$ cat config.mk
export PLATFORM = sky130hd
export DESIGN_NAME = nxp_unit
export DESIGN_NICKNAME = d
export VERILOG_FILES = /design/src/rtl/nxp_pkg.sv /design/src/rtl/nxp_decode.sv /design/src/rtl/nxp_cond.sv /design/src/rtl/nxp_target.sv /design/src/rtl/nxp_unit.sv
export SDC_FILE = /design/constraint.sdc
export NUM_CORES = 1
export LEC_CHECK = 0
export ABC_AREA = 1
export BUFFER_PORTS_ARGS = -buffer_cell sky130_fd_sc_hd__buf_4
export CORE_MARGIN = 3
export CORE_UTILIZATION = 62
export CTS_CLUSTER_DIAMETER = 80
export DETAILED_ROUTE_END_ITERATION = 8
export MAX_ROUTING_LAYER = met4
export PLACE_DENSITY = 0.88
export SYNTH_ARGS = -nofsm -noshare
export SYNTH_HDL_FRONTEND = slang
export SYNTH_SLANG_ARGS = --single-unit
$ cat constraint.sdc
create_clock -name clk -period 6.4 [get_ports clk]
set_input_delay 0.64 -clock clk [delete_from_list [all_inputs] [get_ports clk]]
set_output_delay 0.64 -clock clk [all_outputs]
set_load 0.02 [all_outputs]
$ cat src/rtl/nxp_pkg.sv
package nxp_pkg;

    typedef enum logic [2:0] {
        OK_PLAIN,
        OK_BRANCH,
        OK_BAD,
        OK_CALL,
        OK_INDIRECT,
        OK_ADDRGEN
    } op_kind_e;

    typedef enum logic {
        ST_IDLE,
        ST_ISSUE
    } nxp_state_e;

    localparam logic [4:0] PFX_CALL     = 5'b01110;
    localparam logic [4:0] PFX_INDIRECT = 5'b01111;
    localparam logic [4:0] PFX_ADDRGEN  = 5'b01001;

    localparam int FLAG_Z = 0;
    localparam int FLAG_S = 1;
    localparam int FLAG_C = 2;
    localparam int FLAG_O = 3;

endpackage

$ cat src/rtl/nxp_decode.sv
module nxp_decode
    import nxp_pkg::*;
#(
    parameter int ADDR_W  = 16,
    parameter int INSTR_W = 16
) (
    input  logic [INSTR_W-1:0] instr,
    output op_kind_e           kind,
    output logic [2:0]         cond,
    output logic               pol,
    output logic [ADDR_W-1:0]  off_long,
    output logic [ADDR_W-1:0]  off_short
);
    localparam int LONG_W  = 11;
    localparam int SHORT_W = 8;

    logic [4:0] prefix;

    assign prefix    = instr[15:11];
    assign cond      = instr[14:12];
    assign pol       = instr[11];
    assign off_long  = {{(ADDR_W-LONG_W){instr[LONG_W-1]}},  instr[LONG_W-1:0]};
    assign off_short = {{(ADDR_W-SHORT_W){instr[SHORT_W-1]}}, instr[SHORT_W-1:0]};

    always_comb begin
        if (instr[15]) begin
            kind = (cond == 3'b000 && pol) ? OK_BAD : OK_BRANCH;
        end else begin
            unique case (prefix)
                PFX_CALL:     kind = OK_CALL;
                PFX_INDIRECT: kind = OK_INDIRECT;
                PFX_ADDRGEN:  kind = OK_ADDRGEN;
                default:      kind = OK_PLAIN;
            endcase
        end
    end
endmodule

$ cat src/rtl/nxp_cond.sv
module nxp_cond
    import nxp_pkg::*;
#(
    parameter int FLAG_W = 4
) (
    input  logic [FLAG_W-1:0] flags,
    input  logic [2:0]        cond,
    input  logic              pol,
    output logic              hit
);
    logic expr;
    logic lt;

    assign lt = flags[FLAG_S] ^ flags[FLAG_O];

    always_comb begin
        unique case (cond)
            3'b000: expr = 1'b0;
            3'b001: expr = flags[FLAG_Z];
            3'b010: expr = flags[FLAG_S];
            3'b011: expr = flags[FLAG_O];
            3'b100: expr = flags[FLAG_C];
            3'b101: expr = flags[FLAG_C] | flags[FLAG_Z];
            3'b110: expr = lt;
            3'b111: expr = lt | flags[FLAG_Z];
            default: expr = 1'b0;
        endcase
    end

    assign hit = (expr == pol);
endmodule

$ cat src/rtl/nxp_target.sv
module nxp_target
    import nxp_pkg::*;
#(
    parameter int ADDR_W = 16
) (
    input  op_kind_e          kind,
    input  logic              hit,
    input  logic [ADDR_W-1:0] pc,
    input  logic [ADDR_W-1:0] rval,
    input  logic [ADDR_W-1:0] off_long,
    input  logic [ADDR_W-1:0] off_short,
    output logic [ADDR_W-1:0] nxt,
    output logic              xfer,
    output logic              wr,
    output logic [ADDR_W-1:0] wval,
    output logic              bad
);
    logic [ADDR_W-1:0] seq;
    logic [ADDR_W-1:0] rel_long;
    logic [ADDR_W-1:0] rel_short;

    assign seq       = pc + ADDR_W'(1);
    assign rel_long  = seq + off_long;
    assign rel_short = seq + off_short;

    always_comb begin
        nxt  = seq;
        xfer = 1'b0;
        wr   = 1'b0;
        wval = seq;
        bad  = 1'b0;
        unique case (kind)
            OK_BRANCH: begin
                xfer = hit;
                nxt  = hit ? rel_long : seq;
            end
            OK_BAD: bad = 1'b1;
            OK_CALL: begin
                xfer = 1'b1;
                nxt  = rel_short;
                wr   = 1'b1;
                wval = seq;
            end
            OK_INDIRECT: begin
                xfer = 1'b1;
                nxt  = rval + off_short;
            end
            OK_ADDRGEN: begin
                wr   = 1'b1;
                wval = rel_short;
            end
            default: ;
        endcase
    end
endmodule

$ cat src/rtl/nxp_unit.sv
module nxp_unit
    import nxp_pkg::*;
#(
    parameter int ADDR_W  = 16,
    parameter int INSTR_W = 16,
    parameter int FLAG_W  = 4
) (
    input  logic               clk,
    input  logic               rst_n,
    input  logic               req_valid,
    input  logic [ADDR_W-1:0]  pc_in,
    input  logic [INSTR_W-1:0] instr_in,
    input  logic [FLAG_W-1:0]  flags_in,
    input  logic [ADDR_W-1:0]  reg_in,
    output logic               res_valid,
    output logic [ADDR_W-1:0]  next_pc,
    output logic               taken,
    output logic               link_we,
    output logic [ADDR_W-1:0]  link_val,
    output logic               illegal
);
    nxp_state_e state_q, state_nx;

    op_kind_e          kind;
    logic [2:0]        cond;
    logic              pol;
    logic              hit;
    logic [ADDR_W-1:0] off_long, off_short;
    logic [ADDR_W-1:0] nxt_c, wval_c;
    logic              xfer_c, wr_c, bad_c;

    logic [ADDR_W-1:0] nxt_q, wval_q;
    logic              xfer_q, wr_q, bad_q;

    nxp_decode #(.ADDR_W(ADDR_W), .INSTR_W(INSTR_W)) u_dec (
        .instr     (instr_in),
        .kind      (kind),
        .cond      (cond),
        .pol       (pol),
        .off_long  (off_long),
        .off_short (off_short)
    );

    nxp_cond #(.FLAG_W(FLAG_W)) u_cond (
        .flags (flags_in),
        .cond  (cond),
        .pol   (pol),
        .hit   (hit)
    );

    nxp_target #(.ADDR_W(ADDR_W)) u_tgt (
        .kind      (kind),
        .hit       (hit),
        .pc        (pc_in),
        .rval      (reg_in),
        .off_long  (off_long),
        .off_short (off_short),
        .nxt       (nxt_c),
        .xfer      (xfer_c),
        .wr        (wr_c),
        .wval      (wval_c),
        .bad       (bad_c)
    );

    always_comb begin
        unique case (state_q)
            ST_IDLE:  state_nx = req_valid ? ST_ISSUE : ST_IDLE;
            ST_ISSUE: state_nx = req_valid ? ST_ISSUE : ST_IDLE;
            default:  state_nx = ST_IDLE;
        endcase
    end

    always_ff @(posedge clk) begin
        if (!rst_n) state_q <= ST_IDLE;
        else        state_q <= state_nx;
    end

    always_ff @(posedge clk) begin
        if (!rst_n) begin
            nxt_q  <= '0;
            wval_q <= '0;
            xfer_q <= 1'b0;
            wr_q   <= 1'b0;
            bad_q  <= 1'b0;
        end else if (req_valid) begin
            nxt_q  <= nxt_c;
            wval_q <= wval_c;
            xfer_q <= xfer_c;
            wr_q   <= wr_c;
            bad_q  <= bad_c;
        end
    end

    assign res_valid = (state_q == ST_ISSUE);
    assign next_pc   = nxt_q;
    assign link_val  = wval_q;
    assign taken     = res_valid & xfer_q;
    assign link_we   = res_valid & wr_q;
    assign illegal   = res_valid & bad_q;
endmodule

# After elaboration in Yosys (flattened, before gate mapping)
# Cells that the tools add are included.
[word_totals]
out_inout_bits = 36
mem_bits_rw = 0
latch_bits = 0
mem_count = 0
rom_bits = 0
register_bits = 36
[classes]
mul = 0
n_reduce_logical = 4
n_lt_le_gt_ge = 0
n_eq_ne = 16
mux = 11
n_div = 0
add_sub_neg = 4
shift = 0
bitwise_logic = 6
[op_table]
columns = ["op", "count"]
rows = [
  ["16-bit adder", 3],
  ["16-bit case mux with 3 select lines", 1],
  ["16-bit two-way mux", 2],
  ["3-bit == test (second input constant)", 6],
  ["16-bit by 1-bit adder with 16-bit output (second input constant)", 1],
  ["5-bit by 4-bit == test with 1-bit output (second input constant)", 3],
  ["3-bit by 2-bit == test with 1-bit output (second input constant)", 4],
  ["3-bit case mux with 3 select lines", 1],
  ["1-bit case mux with 8 select lines", 1],
  ["3-bit by 1-bit == test with 1-bit output (second input constant)", 2],
  ["2-bit OR reduction", 2],
  ["1-bit AND", 3],
  ["3-bit logical NOT", 1],
  ["1-bit two-way mux", 3],
  ["3-bit two-way mux", 1],
  ["2-bit two-way mux", 1],
  ["1-bit bitwise OR", 2],
  ["1-bit case mux with 2 select lines", 1],
  ["1-bit == test", 1],
  ["1-bit logical AND", 1],
  ["1-bit XOR", 1],
]

# Logic depth before layout (Yosys ltp)
# Gate-level depths: netlist (run 1).
[logic_depth]
ltp_word = 7
ltp_mapped = 21

# By module
# Synthesis (run 1) repeated with hierarchy kept, for this count alone.
[unflattened]
cells_unflattened = 1006
hier_area_um2 = 5612.9
[by_module_without_submodules]
columns = ["module", "n_inst", "cells_per_inst", "seq_area_each_um2", "area_each_um2"]
rows = [
  ["nxp_target", 1, 703, 0.0, 3659.8],
  ["nxp_unit", 1, 231, 720.7, 1527.7],
  ["nxp_decode", 1, 54, 0.0, 346.6],
  ["nxp_cond", 1, 18, 0.0, 78.8],
]

# Least setup slack after synthesis (run 1)
# No wires, ideal clock.
[synth_timing]
path_kind = "input to register"
from = "input port pc_in[0]"
to = "register nxt_q[10], in the netlist next_pc[10]"
stages = 16
setup_time_ns = 0.117
arrival_time_ns = 2.613
path_slack_ns = 3.670
required_time_ns = 6.283
cell_sequence = "nand3_1 -> nor3_4 -> nand2_1 -> nor2_2 -> xnor2_1 -> inv_2 -> ha_1 -> a21oi_1 -> nand2_1 -> inv_1 -> nand3_1 -> or2_2 -> nand4_1 -> nand3_1 -> nor2_1 -> nor2_1"
[synth_via]
elab_chain_cells = 4
[synth_rtl]
columns = ["item", "line", "text"]
rows = [
  ["start, declared", "nxp_unit.sv:11", "input logic [ADDR_W-1:0] pc_in,"],
  ["16-bit by 1-bit adder with 16-bit output *", "nxp_target.sv:22", "assign seq = pc + ADDR_W'(1);"],
  ["16-bit adder", "nxp_target.sv:23", "assign rel_long = seq + off_long;"],
  ["16-bit two-way mux", "nxp_target.sv:35", "nxt = hit ? rel_long : seq;"],
  ["16-bit case mux with 3 select lines *", "nxp_target.sv:32", "unique case (kind)"],
  ["end signal, assigned", "nxp_unit.sv:86", "nxt_q <= nxt_c;"],
  ["end, declared", "nxp_unit.sv:32", "logic [ADDR_W-1:0] nxt_q, wval_q;"],
]
# Mark *: on every way between the ends. The rest lies on a longest branch, timed or not.
# A chain may end at the register's enable or synchronous reset.

# Worst setup path in the final report (run 1)
[layout_timing]
from = "input port pc_in[0]"
to = "register nxt_q[11], in the netlist next_pc[11]"
# The elaborated chain is that of the path after synthesis.

==> results by group, run 1 <==
Clock tree
  – Worst skew pair latency: around 0.30 ns
  – Root buffer cell: clkbuf_8
  – Clock Pin Slew Worst Setup and Hold Paths: 0.08 ns
  – CTS tree: yes
  – CTS buffer count: 5
  – Quantity of gates resized following cts: 0
  – Post-CTS setup buffers: 0
  – Max H-tree Level: 2
  – CTS Hold Bufs: 0
  – Clock buffer depth: 2
  – Clock net sink count: 36

Yosys
  – Distinct cells, synth: 37
  – Post-synth top flop: dfxtp_1
  – Syn avg cell area: 5.68 um^2
  – Post-Syn Area: about 4600 um^2
  – Mapped Cells: 809
  – Top cells by area, synth: nand2_1, dfxtp_1, ha_1, inv_1, a21oi_1
  – Syn nets: about 900
  – Yosys warns: 0
  – Share of flip-flops with an asynchronous set or reset: 0
  – Synth cell count leaders: nand2_1, inv_1, a21oi_1, nand3_1, nor2_1
  – Post-synth EDFFs: 0
  – Post-synth top area share: 0.210
  – Post-synthesis sequential area ratio: 0.157
  – Count of state elements after synthesis: 36
  – Post-synth top area cell: nand2_1
  – Most common cell in the netlist: nand2_1

Floorplan
  – Die footprint: 8480 um^2
  – Starting Density: 0.658
  – FP Rows: 30
  – CORE AREA: 6980 um^2
  – Io pins: 91
  – Die width: between 90 and 100 um
  – Die height: approximately 92 um

Place
  – Dpl ws: a little under 3 ns
  – Placed cells: 982
  – IO buf count: 90
  – Post-DP HPWL: 12.2 mm
  – Placer Congestion: about 1.1
  – DP Area: between 5000 and 6000 um^2

Global routing
  – Met1 Use GR: 0.444
  – Grt ovf: 0
  – First-pass GRT wire length: 24.5 mm
  – Busiest layer in global routing: met2
  – Met3 Use GR: 0.0566
  – Total GRT Usage: 0.366
  – Initial antenna violation count: 0
  – Met2 GRT Util: 0.602
  – Largest net degree at the start of global routing: 48
  – Vias in the first global route: 5203

Layout
  – Finished layout cell area: around 5400 um^2
  – Final Non-Filler Cells: 990
  – Final nets: 991
  – Fill count: 600
  – Area of the multi-input gates: 3370 um^2
  – Share of cells above drive strength 1: 0.136
  – Seq. cell area: around 700 um^2
  – Diode count: 0
  – Area delta synth->final: 17.9%
  – Util after Layout: 0.776

STA
  – Worst setup margin: a little over 3 ns
  – Final hold viol count: 0
  – Max_slew headroom: 0.301
  – RSZ-0062 raised after global routing: no
  – Final Slew Violations: 0
  – Final setup viols: 0
  – Period minus WS final: 3.29 ns
  – Worst-margin pin slew: 1.05 ns
  – Fin crit share: 0.513
  – Setup Skew: 0 ns
  – Setup TNS: 0 ns
  – Max Freq: 304 MHz

Worst setup path
  – Required time worst endpoint: around 6.6 ns
  – CP Launch Point: pc_in[0]
  – R2R cell count: 4
  – Crit-path max cell delay: roughly 0.36 ns
  – FF-to-FF Start: next_pc[13]
  – Critical path class: input pin to flop
  – Worst R2R Setup Slack: 5.66 ns
  – Critical path data arrival time: 3.48 ns
  – FF-to-FF End: next_pc[13]
  – Crit path max fanout: 7
  – Worst path top cell family by delay: simple AND/OR/NAND/NOR gates
  – Critical path destination: next_pc[11]
  – Bufs and invs on worst path: 3
  – Worst path slowest cell: ha_1
  – CP Capture Type: flop
  – Cell Chain, Critical Path: buf_4 -> ha_1 -> nand2_1 -> nor2_2 -> nand3_1 -> xor2_1 -> inv_1 -> ha_1 -> nand2_1 -> inv_1 -> nand3_1 -> nand2_1 -> nand2_1 -> nand2_1 -> nand2_1 -> nand4_1 -> nand3_1 -> nor2_1 -> nor2_1
  – Startpoint Class: input pin
  – Most frequent CP cell: nand2_1
  – Critical path depth: 19

Routing
  – Final WL: about 15 mm
  – DR vias/cell: between 5 and 6
  – DRC viols: 0
  – First-iteration detailed-routing DRC count: 606
  – Vias: 5676
  – TritonRoute pass-1 iters: 5
  – Antenna viol nets, final: 0
  – Avg WL per Cell: 15.5 um

Power and ir drop
  – Leak Pwr: 3.03 nW
  – VDD IR-drop max: between 0.1 and 0.15 mV
  – Pwr Density: around 150 nW/um^2

Outcome
  – Status: completed

Min path
  – HP Class: flop to flop

Job
  – MaxCap Viol Count: 0
-- worst min path at each step --
stage | from | to | slack, ns | cells after the start
final | next_pc[14] | next_pc[14] | 0.47 | 2
after global routing | next_pc[14] | next_pc[14] | 0.49 | 2
after CTS | link_val[3] | link_val[3] | 0.47 | 2
after detailed placement | link_val[3] | link_val[3] | 0.46 | 2
after global placement | link_val[1] | link_val[1] | 0.46 | 2
after floorplan | wr_q | wr_q | 0.45 | 2
-- layer usage --
metal  vias up  wire [um]
li1       2784          -
met1      2514       6080
met2       322       7100
met3        56       1480
met4         0        677
met5         -          0
-- cell usage in the layout (no fill, tap or decap) --
| cell type | instances |
|---|---|
| nand2_2 | 2 |
| a21o_1 | 3 |
| and2_1 | 2 |
| nand3_2 | 1 |
| buf_4 | 90 |
| clkinv_1 | 3 |
| or2_2 | 6 |
| xnor2_1 | 6 |
| o21bai_1 | 1 |
| fa_1 | 2 |
| and3_1 | 2 |
| dfxtp_1 | 36 |
| clkbuf_8 | 5 |
| nor2_2 | 5 |
| clkinv_4 | 1 |
| nor2_1 | 68 |
| nand2_1 | 257 |
| a21oi_1 | 68 |
| nand4_1 | 14 |
| xor2_1 | 12 |
| nand2_4 | 2 |
| nor3_1 | 7 |
| ha_1 | 41 |
| o211ai_1 | 6 |
| nand4_4 | 1 |
| inv_1 | 111 |
| o21a_1 | 2 |
| o21ai_0 | 42 |
| nor4_1 | 1 |
| o21ai_1 | 12 |
| nor3_4 | 1 |
| nand2_8 | 2 |
| inv_2 | 4 |
| a31oi_1 | 3 |
| clkinv_2 | 2 |
| nand3_1 | 68 |
| nand3b_1 | 5 |
-- per-stage QoR --
stage                     power, mW  hold WS (ns)
after floorplan               0.523         0.449
after global placement        0.645         0.455
after detailed placement      0.655         0.459
after CTS                     0.819         0.471
after global routing          0.886         0.495
final                         0.830         0.473
-- worst register-to-register path, stage by stage (launching register included) --
cell     delay [ns]
dfxtp_1        0.41
nor2_1         0.06
nor2_1         0.10
nand2_1        0.07
inv_1          0.05
-- cells by family after synthesis --
kind of cell / synth area share
fa+ha+maj: 0.120
flops: 0.157
xor+xnor: 0.0343
buf+inv: 0.109
compound gates: 0.157
simple gates: 0.423
-- area by class of cell --
type                       instances  share of cell area
sequential                        36               0.133
tap                               96              0.0222
timing repair buffer              90               0.125
clock inverter                     3             0.00346
clock buffer                       5              0.0127
inverter                         118              0.0817
multi-input combinational        642               0.622
-- sequential cells by signal, indices dropped and copies added, names as in the netlist --
register / cells
next_pc: 16
bad_q: 1
res_valid: 1
xfer_q: 1
link_val: 16
wr_q: 1
-- power by group --
part	total [mW]	switching, mW	internal, mW
combinational	0.412	0.262	0.149
clock	0.168	0.0923	0.0759
sequential	0.251	0.0100	0.241
No activity file was read; power rests on OpenSTA's default activity.
==> run 2, diff against run 1 <==
--- a/config.mk
+++ b/config.mk
@@ -5,14 +5,14 @@
 export SDC_FILE = /design/constraint.sdc
 export NUM_CORES = 1
 export LEC_CHECK = 0
-export ABC_AREA = 1
+export ABC_AREA = 0
 export BUFFER_PORTS_ARGS = -buffer_cell sky130_fd_sc_hd__buf_4
 export CORE_MARGIN = 3
-export CORE_UTILIZATION = 62
+export CORE_UTILIZATION = 56
 export CTS_CLUSTER_DIAMETER = 80
 export DETAILED_ROUTE_END_ITERATION = 8
 export MAX_ROUTING_LAYER = met4
-export PLACE_DENSITY = 0.88
+export PLACE_DENSITY = 0.83
 export SYNTH_ARGS = -nofsm -noshare
 export SYNTH_HDL_FRONTEND = slang
 export SYNTH_SLANG_ARGS = --single-unit
==> constraint.sdc (replaced) <==
create_clock -name clk -period 3.1 [get_ports clk]
set_input_delay 0.31 -clock clk [delete_from_list [all_inputs] [get_ports clk]]
set_output_delay 0.31 -clock clk [all_outputs]
set_load 0.02 [all_outputs]
==> run 2 against run 1 <==
  * Cell count shrank 23%
  * Sequential power increased by 110%
  * Critical path depth decreased by 5
  * Die area fell by 5.5%
  * Synthesized cell count is 35% lower
  * First-iteration DRC count is 49% lower
  * Sequential share of layout area rose by 0.26 points
  * Worst hold slack got worse by 0.10 ns
  * Global-route usage is 3.5 points lower
  * Critical path type unchanged
  * Largest cell class unchanged
==> results by group, run 2 <==
Clock tree
  – Worst skew pair latency: 0.29 ns
  – CTS buffer count: 5
  – Clock buffer depth: 2
  – CTS Hold Bufs: 0
  – Post-CTS setup buffers: 0
  – Clock Pin Slew Worst Setup and Hold Paths: 0.08 ns
  – Clock net sink count: 36
  – Root buffer cell: clkbuf_8
  – Max H-tree Level: 2
  – CTS tree: yes

Worst setup path
  – Required time worst endpoint: 3.28 ns
  – Critical path class: input pin to flop
  – CP Launch Point: pc_in[0]
  – CP Capture Type: flop
  – Crit path max fanout: 4
  – Critical path data arrival time: 3.14 ns
  – Startpoint Class: input pin
  – FF-to-FF Start: next_pc[15]

STA
  – Worst setup margin: 0.144 ns
  – Final Slew Violations: 0
  – Final setup viols: 0
  – Max_slew headroom: 0.483
  – Setup Skew: 0 ns
  – Hold WS: 0.373 ns
  – RSZ-0062 raised after global routing: yes
  – Worst-margin pin slew: 0.769 ns
  – Fin crit share: 0.954
  – Period minus WS final: slightly below 3 ns
  – Final hold viol count: 0
  – Max Freq: 338 MHz

Power and ir drop
  – Pwr Density: 340 nW/um^2
  – Power Internal: 1.08 mW
  – Psw: between 0.7 and 0.8 mW
  – Clock power frac: 0.197
  – Switching Fraction: 0.401
  – Combinational share of power: 0.515
  – Reg power frac: 0.288
  – Leak Pwr: 2.44 nW
  – VDD IR-drop max: between 0.2 and 0.25 mV

Job
  – MaxCap Viol Count: 0

Routing
  – Final WL: 13.0 mm
  – TritonRoute pass-1 iters: 5
  – DR vias/cell: 6.02
  – Vias: 4564
  – Avg WL per Cell: ~17 um
  – Antenna viol nets, final: 0
  – DRC viols: 0
  – First-iteration detailed-routing DRC count: 310

Yosys
  – Post-synth top area share: 0.184
  – Share of flip-flops with an asynchronous set or reset: 0
  – Distinct cells, synth: 55
  – Post-synth EDFFs: 0
  – Mapped Cells: 522
  – Post-Syn Area: between 3000 and 4000 um^2
  – Post-synth top area cell: dfxtp_1
  – Post-synth top flop: dfxtp_1
  – Synth cell count leaders: nand2_1, nor2_1, o21ai_0
  – Syn avg cell area: 7.49 um^2
  – Most common cell in the netlist: nand2_1
  – Yosys warns: 0
  – Count of state elements after synthesis: 36
  – Syn nets: 620
  – Top cells by area, synth: dfxtp_1, ha_1, xnor2_1, o21ai_0, a21oi_1
  – Post-synthesis sequential area ratio: 0.184

Place
  – Placer Congestion: 0.981
  – IO buf count: 90
  – Dpl ws: -0.332 ns
  – Post-DP HPWL: slightly above 10 mm

Layout
  – Most frequent cells in the layout: buf_4, nand2_1, o21ai_0
  – Share of cells above drive strength 1: 0.292
  – Commonest non-fill, non-tap cell in the layout: buf_4
  – Diode count: 0
  – Final nets: about 760
  – Area delta synth->final: 36.0%

Floorplan
  – Io pins: between 90 and 100
  – Starting Density: 0.595
  – Die height: 89.5 um
  – Die width: 89.5 um
  – CORE AREA: roughly 6600 um^2
  – Die footprint: 8020 um^2
  – FP Rows: 29

Global routing
  – Vias in the first global route: 4220
  – Grt ovf: 0
  – First-pass GRT wire length: ~20 mm
  – Initial antenna violation count: 0
  – Total GRT Usage: 0.332
  – Largest net degree at the start of global routing: 39

Min path
  – HP Start: instr_in[15]
  – HP Class: input pin to flop

Outcome
  – Status: completed
[run 2: cell families after synthesis]
family                     synth area share
muxes                               0.00768
DFF                                   0.184
and+or+nand+nor                       0.206
xor gates and xnor gates              0.108
adders and majority gates             0.141
AOI/OAI and AO/OA                     0.309
buffers and inverters                0.0442
[run 2: cell type report]
cell class	count	area, um^2
inverters	19	71.3
clock buffers	5	68.8
repair buffers	158	1190
flip-flops and latches	36	721
well taps	93	116
fillers	471	1250
multi-input cells	444	3130
clock inverters	3	18.8
[run 2: per-layer routing]
metal	GRT usage	wire length, um	vias to the layer above
li1	-	-	2223
met1	0.425	5480	2105
met2	0.543	6140	214
met3	0.0562	1100	22
met4	0.0785	254	0
met5	-	0	-
[run 2: power by group through the flow]
| stage | logic, mW | clock network (mW) | registers [mW] |
|---|---|---|---|
| finish | 0.932 | 0.357 | 0.521 |
| CTS | 0.895 | 0.357 | 0.520 |
| detailed placement | 0.888 | 0 | 0.531 |
| global placement | 0.864 | 0 | 0.529 |
| floorplan | 0.486 | 0 | 0.570 |
| global route | 1.01 | 0.373 | 0.525 |
[run 2: final timing paths]
kind                                    end  slack [ns]  cells past startpoint
worst max-delay path            next_pc[14]        0.14                     14
worst min-delay path                  bad_q        0.37                      3
worst max register to register  next_pc[15]        1.99                      3
worst min register to register        bad_q        0.48                      2
[run 2: through the flow]
stage               instance area [um^2]   TNS, ns   util  std cells  power, mW
global route                        5320   -0.0338  0.809        758       1.90
detailed placement                  5140     -1.46  0.783        750       1.42
floorplan                           3940  -0.00209      -        522       1.06
finish                              5320         0  0.809        758       1.81
CTS                                 5230         0  0.796        758       1.77
global placement                    5140    -0.827  0.783        750       1.39
[run 2: critical path: stages]
cell and delay, ns:
buf_4 0.10, buf_4 0.11, nand3_2 0.12, nor2_2 0.14
xor2_1 0.21, ha_1 0.28, a21o_1 0.23, or3_1 0.34
o2111ai_2 0.20, a21oi_1 0.13, o41a_1 0.34, xor2_1 0.17
a221oi_1 0.32, a21oi_1 0.12
[run 2: timing repair]
item,in CTS,in global routing
setup endpoints to repair,1,8
resized for setup,1,16
pin swaps,0,12
==> run 3, diff against run 2 <==
--- a/config.mk
+++ b/config.mk
@@ -12,7 +12,8 @@
 export CTS_CLUSTER_DIAMETER = 80
 export DETAILED_ROUTE_END_ITERATION = 8
 export MAX_ROUTING_LAYER = met4
-export PLACE_DENSITY = 0.83
+export PLACE_DENSITY = 0.88
+export RECOVER_POWER = 50
 export SYNTH_ARGS = -nofsm -noshare
 export SYNTH_HDL_FRONTEND = slang
 export SYNTH_SLANG_ARGS = --single-unit
==> run 3 against run 2 <==
  * Register-to-register slack better by 0.03 ns
  * Via count is 2.4% higher
  * Critical path depth stayed put
  * Setup slack worse by 0.12 ns
  * First-iteration DRC count is 12% higher
  * Sequential share of layout area is 0.30 points higher
  * Utilization is 1.7 points lower
  * Critical path type unchanged
  * Largest cell class unchanged
  * Highest routed layer unchanged
==> results by group, run 3 (synthesized netlist as in run 2, its figures left out) <==
Outcome
  – Status: completed

Worst setup path
  – Worst R2R Setup Slack: 2.02 ns
  – Startpoint Class: input pin
  – Critical path class: input pin to flop
  – Worst path slowest cell: or3_4
  – Cell Chain, Critical Path: buf_4 -> ha_1 -> nand2_1 -> or3_4 -> xnor2_4 -> ha_4 -> and2_1 -> a221o_1 -> a21oi_1 -> o21ai_0 -> o41ai_2 -> xnor2_1 -> a221oi_1 -> a21oi_1
  – R2R cell count: 3
  – Required time worst endpoint: 3.29 ns
  – Crit-path max cell delay: 0.43 ns
  – Most frequent CP cell: a21oi_1
  – FF-to-FF Start: next_pc[15]
  – Critical path data arrival time: 3.26 ns
  – FF-to-FF End: next_pc[15]
  – CP Launch Point: pc_in[0]
  – CP Capture Type: flop
  – Crit path max fanout: 5

Min path
  – HP Class: input pin to flop
  – HP Start: instr_in[15]
  – WHS Path Cells: 3
  – WHS Endpoint: bad_q

Routing
  – DR vias/cell: slightly above 6
  – Antenna viol nets, final: 0
  – First-iteration detailed-routing DRC count: 346
  – DRC viols: 0
  – TritonRoute pass-1 iters: 5
  – Vias: 4675
  – Avg WL per Cell: roughly 17 um
  – Final WL: 13.3 mm

STA
  – Final setup viols: 0
  – Fin crit share: 0.991
  – Max_slew headroom: 0.433
  – Setup TNS: 0 ns
  – Final hold viol count: 0
  – Period minus WS final: 3.07 ns
  – Worst-margin pin slew: 0.849 ns
  – Max Freq: 325 MHz
  – Setup Skew: 0 ns
  – Final Slew Violations: 0

Clock tree
  – Clock net sink count: 36
  – Worst skew pair latency: around 0.28 ns
  – Post-CTS setup buffers: 0
  – CTS tree: yes
  – Clock buffer depth: 2
  – Max H-tree Level: 2
  – Root buffer cell: clkbuf_8
  – Clock Pin Slew Worst Setup and Hold Paths: approximately 0.090 ns
  – CTS buffer count: 5

Layout
  – Seq. cell area: 721 um^2
  – Share of cells above drive strength 1: 0.239
  – Fill count: 504
  – Area delta synth->final: 33.1%
  – Final nets: between 700 and 800
  – Area of the multi-input gates: 3120 um^2
  – Commonest non-fill, non-tap cell in the layout: buf_4
  – Diode count: 0
  – Most frequent cells in the layout: buf_4, nand2_1, o21ai_0

Power and ir drop
  – Pwr Density: 343 nW/um^2
  – VDD IR-drop max: 0.216 mV
  – Leak Pwr: 2.32 nW
  – PnR Total Power: 1.78 mW

Global routing
  – First-pass GRT wire length: 19.6 mm
  – Total GRT Usage: 0.323
  – Initial antenna violation count: 0
  – Vias in the first global route: ~4200
  – Largest net degree at the start of global routing: 55
  – Grt ovf: 0

Floorplan
  – Die width: approximately 90 um
  – Starting Density: 0.595
  – Die height: 89.5 um
  – Die footprint: 8020 um^2
  – CORE AREA: 6570 um^2
  – Io pins: 91
  – FP Rows: 29

Place
  – Post-DP HPWL: between 10 and 15 mm
  – Placer Congestion: between 1 and 1.5
  – IO buf count: 90

Job
  – MaxCap Viol Count: 0
[run 3: through the flow]
stage / hold WS, ns / util / setup slack, ns / std cells / area, um^2
after global routing: 0.410 / 0.792 / -0.0352 / 762 / 5200
final: 0.380 / 0.792 / 0.0270 / 762 / 5200
after floorplan: 0.442 / - / -0.00209 / 522 / 3940
after global placement: 0.458 / 0.787 / -0.243 / 754 / 5170
after detailed placement: 0.467 / 0.787 / -0.373 / 754 / 5170
after CTS: 0.387 / 0.801 / 0.0290 / 762 / 5260
[run 3: metal layers]
layer / up-vias / GRT usage / part of all wire
met3: 28 / 0.0304 / 0.085
met5: - / - / 0
met4: 0 / 0.0771 / 0.023
li1: 2219 / - / -
met2: 254 / 0.530 / 0.46
met1: 2174 / 0.427 / 0.43
[run 3: worst max-delay path, delay by kind of cell]
family | cells | cell delay, ns
AOI/OAI and AO/OA | 6 | 1.48
and+or+nand+nor | 3 | 0.66
adders and majority gates | 2 | 0.39
xor gates and xnor gates | 2 | 0.32
buffers and inverters | 1 | 0.09
[run 3: worst max-delay path by stage]
stage                  end  slack (ns)
3_5_place_dp   next_pc[15]       -0.37
6_report       next_pc[14]        0.03
5_1_grt        next_pc[14]       -0.04
4_1_cts        next_pc[15]        0.03
3_3_place_gp   next_pc[15]       -0.24
2_1_floorplan  next_pc[14]      -0.002
[run 3: report_power, final]
part / switching, mW / leakage [nW] / internal, mW
combinational: 0.509 / 1.97 / 0.403
sequential: 0.0203 / 0.299 / 0.500
clock: 0.195 / 0.0479 / 0.157
total: 0.724 / 2.32 / 1.06
[run 3: timing repair]
action | in CTS | in global routing
pin swaps | 0 | 4
gates resized for setup | 2 | 13
hold buffers | 0 | 0
endpoints found under the setup margin | 1 | 8
cloned | 0 | 0
[run 3: layout make-up]
class / count / share of cell area
Tap cell: 93 / 0.0224
Timing Repair Buffer: 162 / 0.209
Clock buffer: 5 / 0.0132
Inverter: 19 / 0.0137
Sequential cell: 36 / 0.139
Multi-Input combinational cell: 444 / 0.600
Clock inverter: 3 / 0.00361
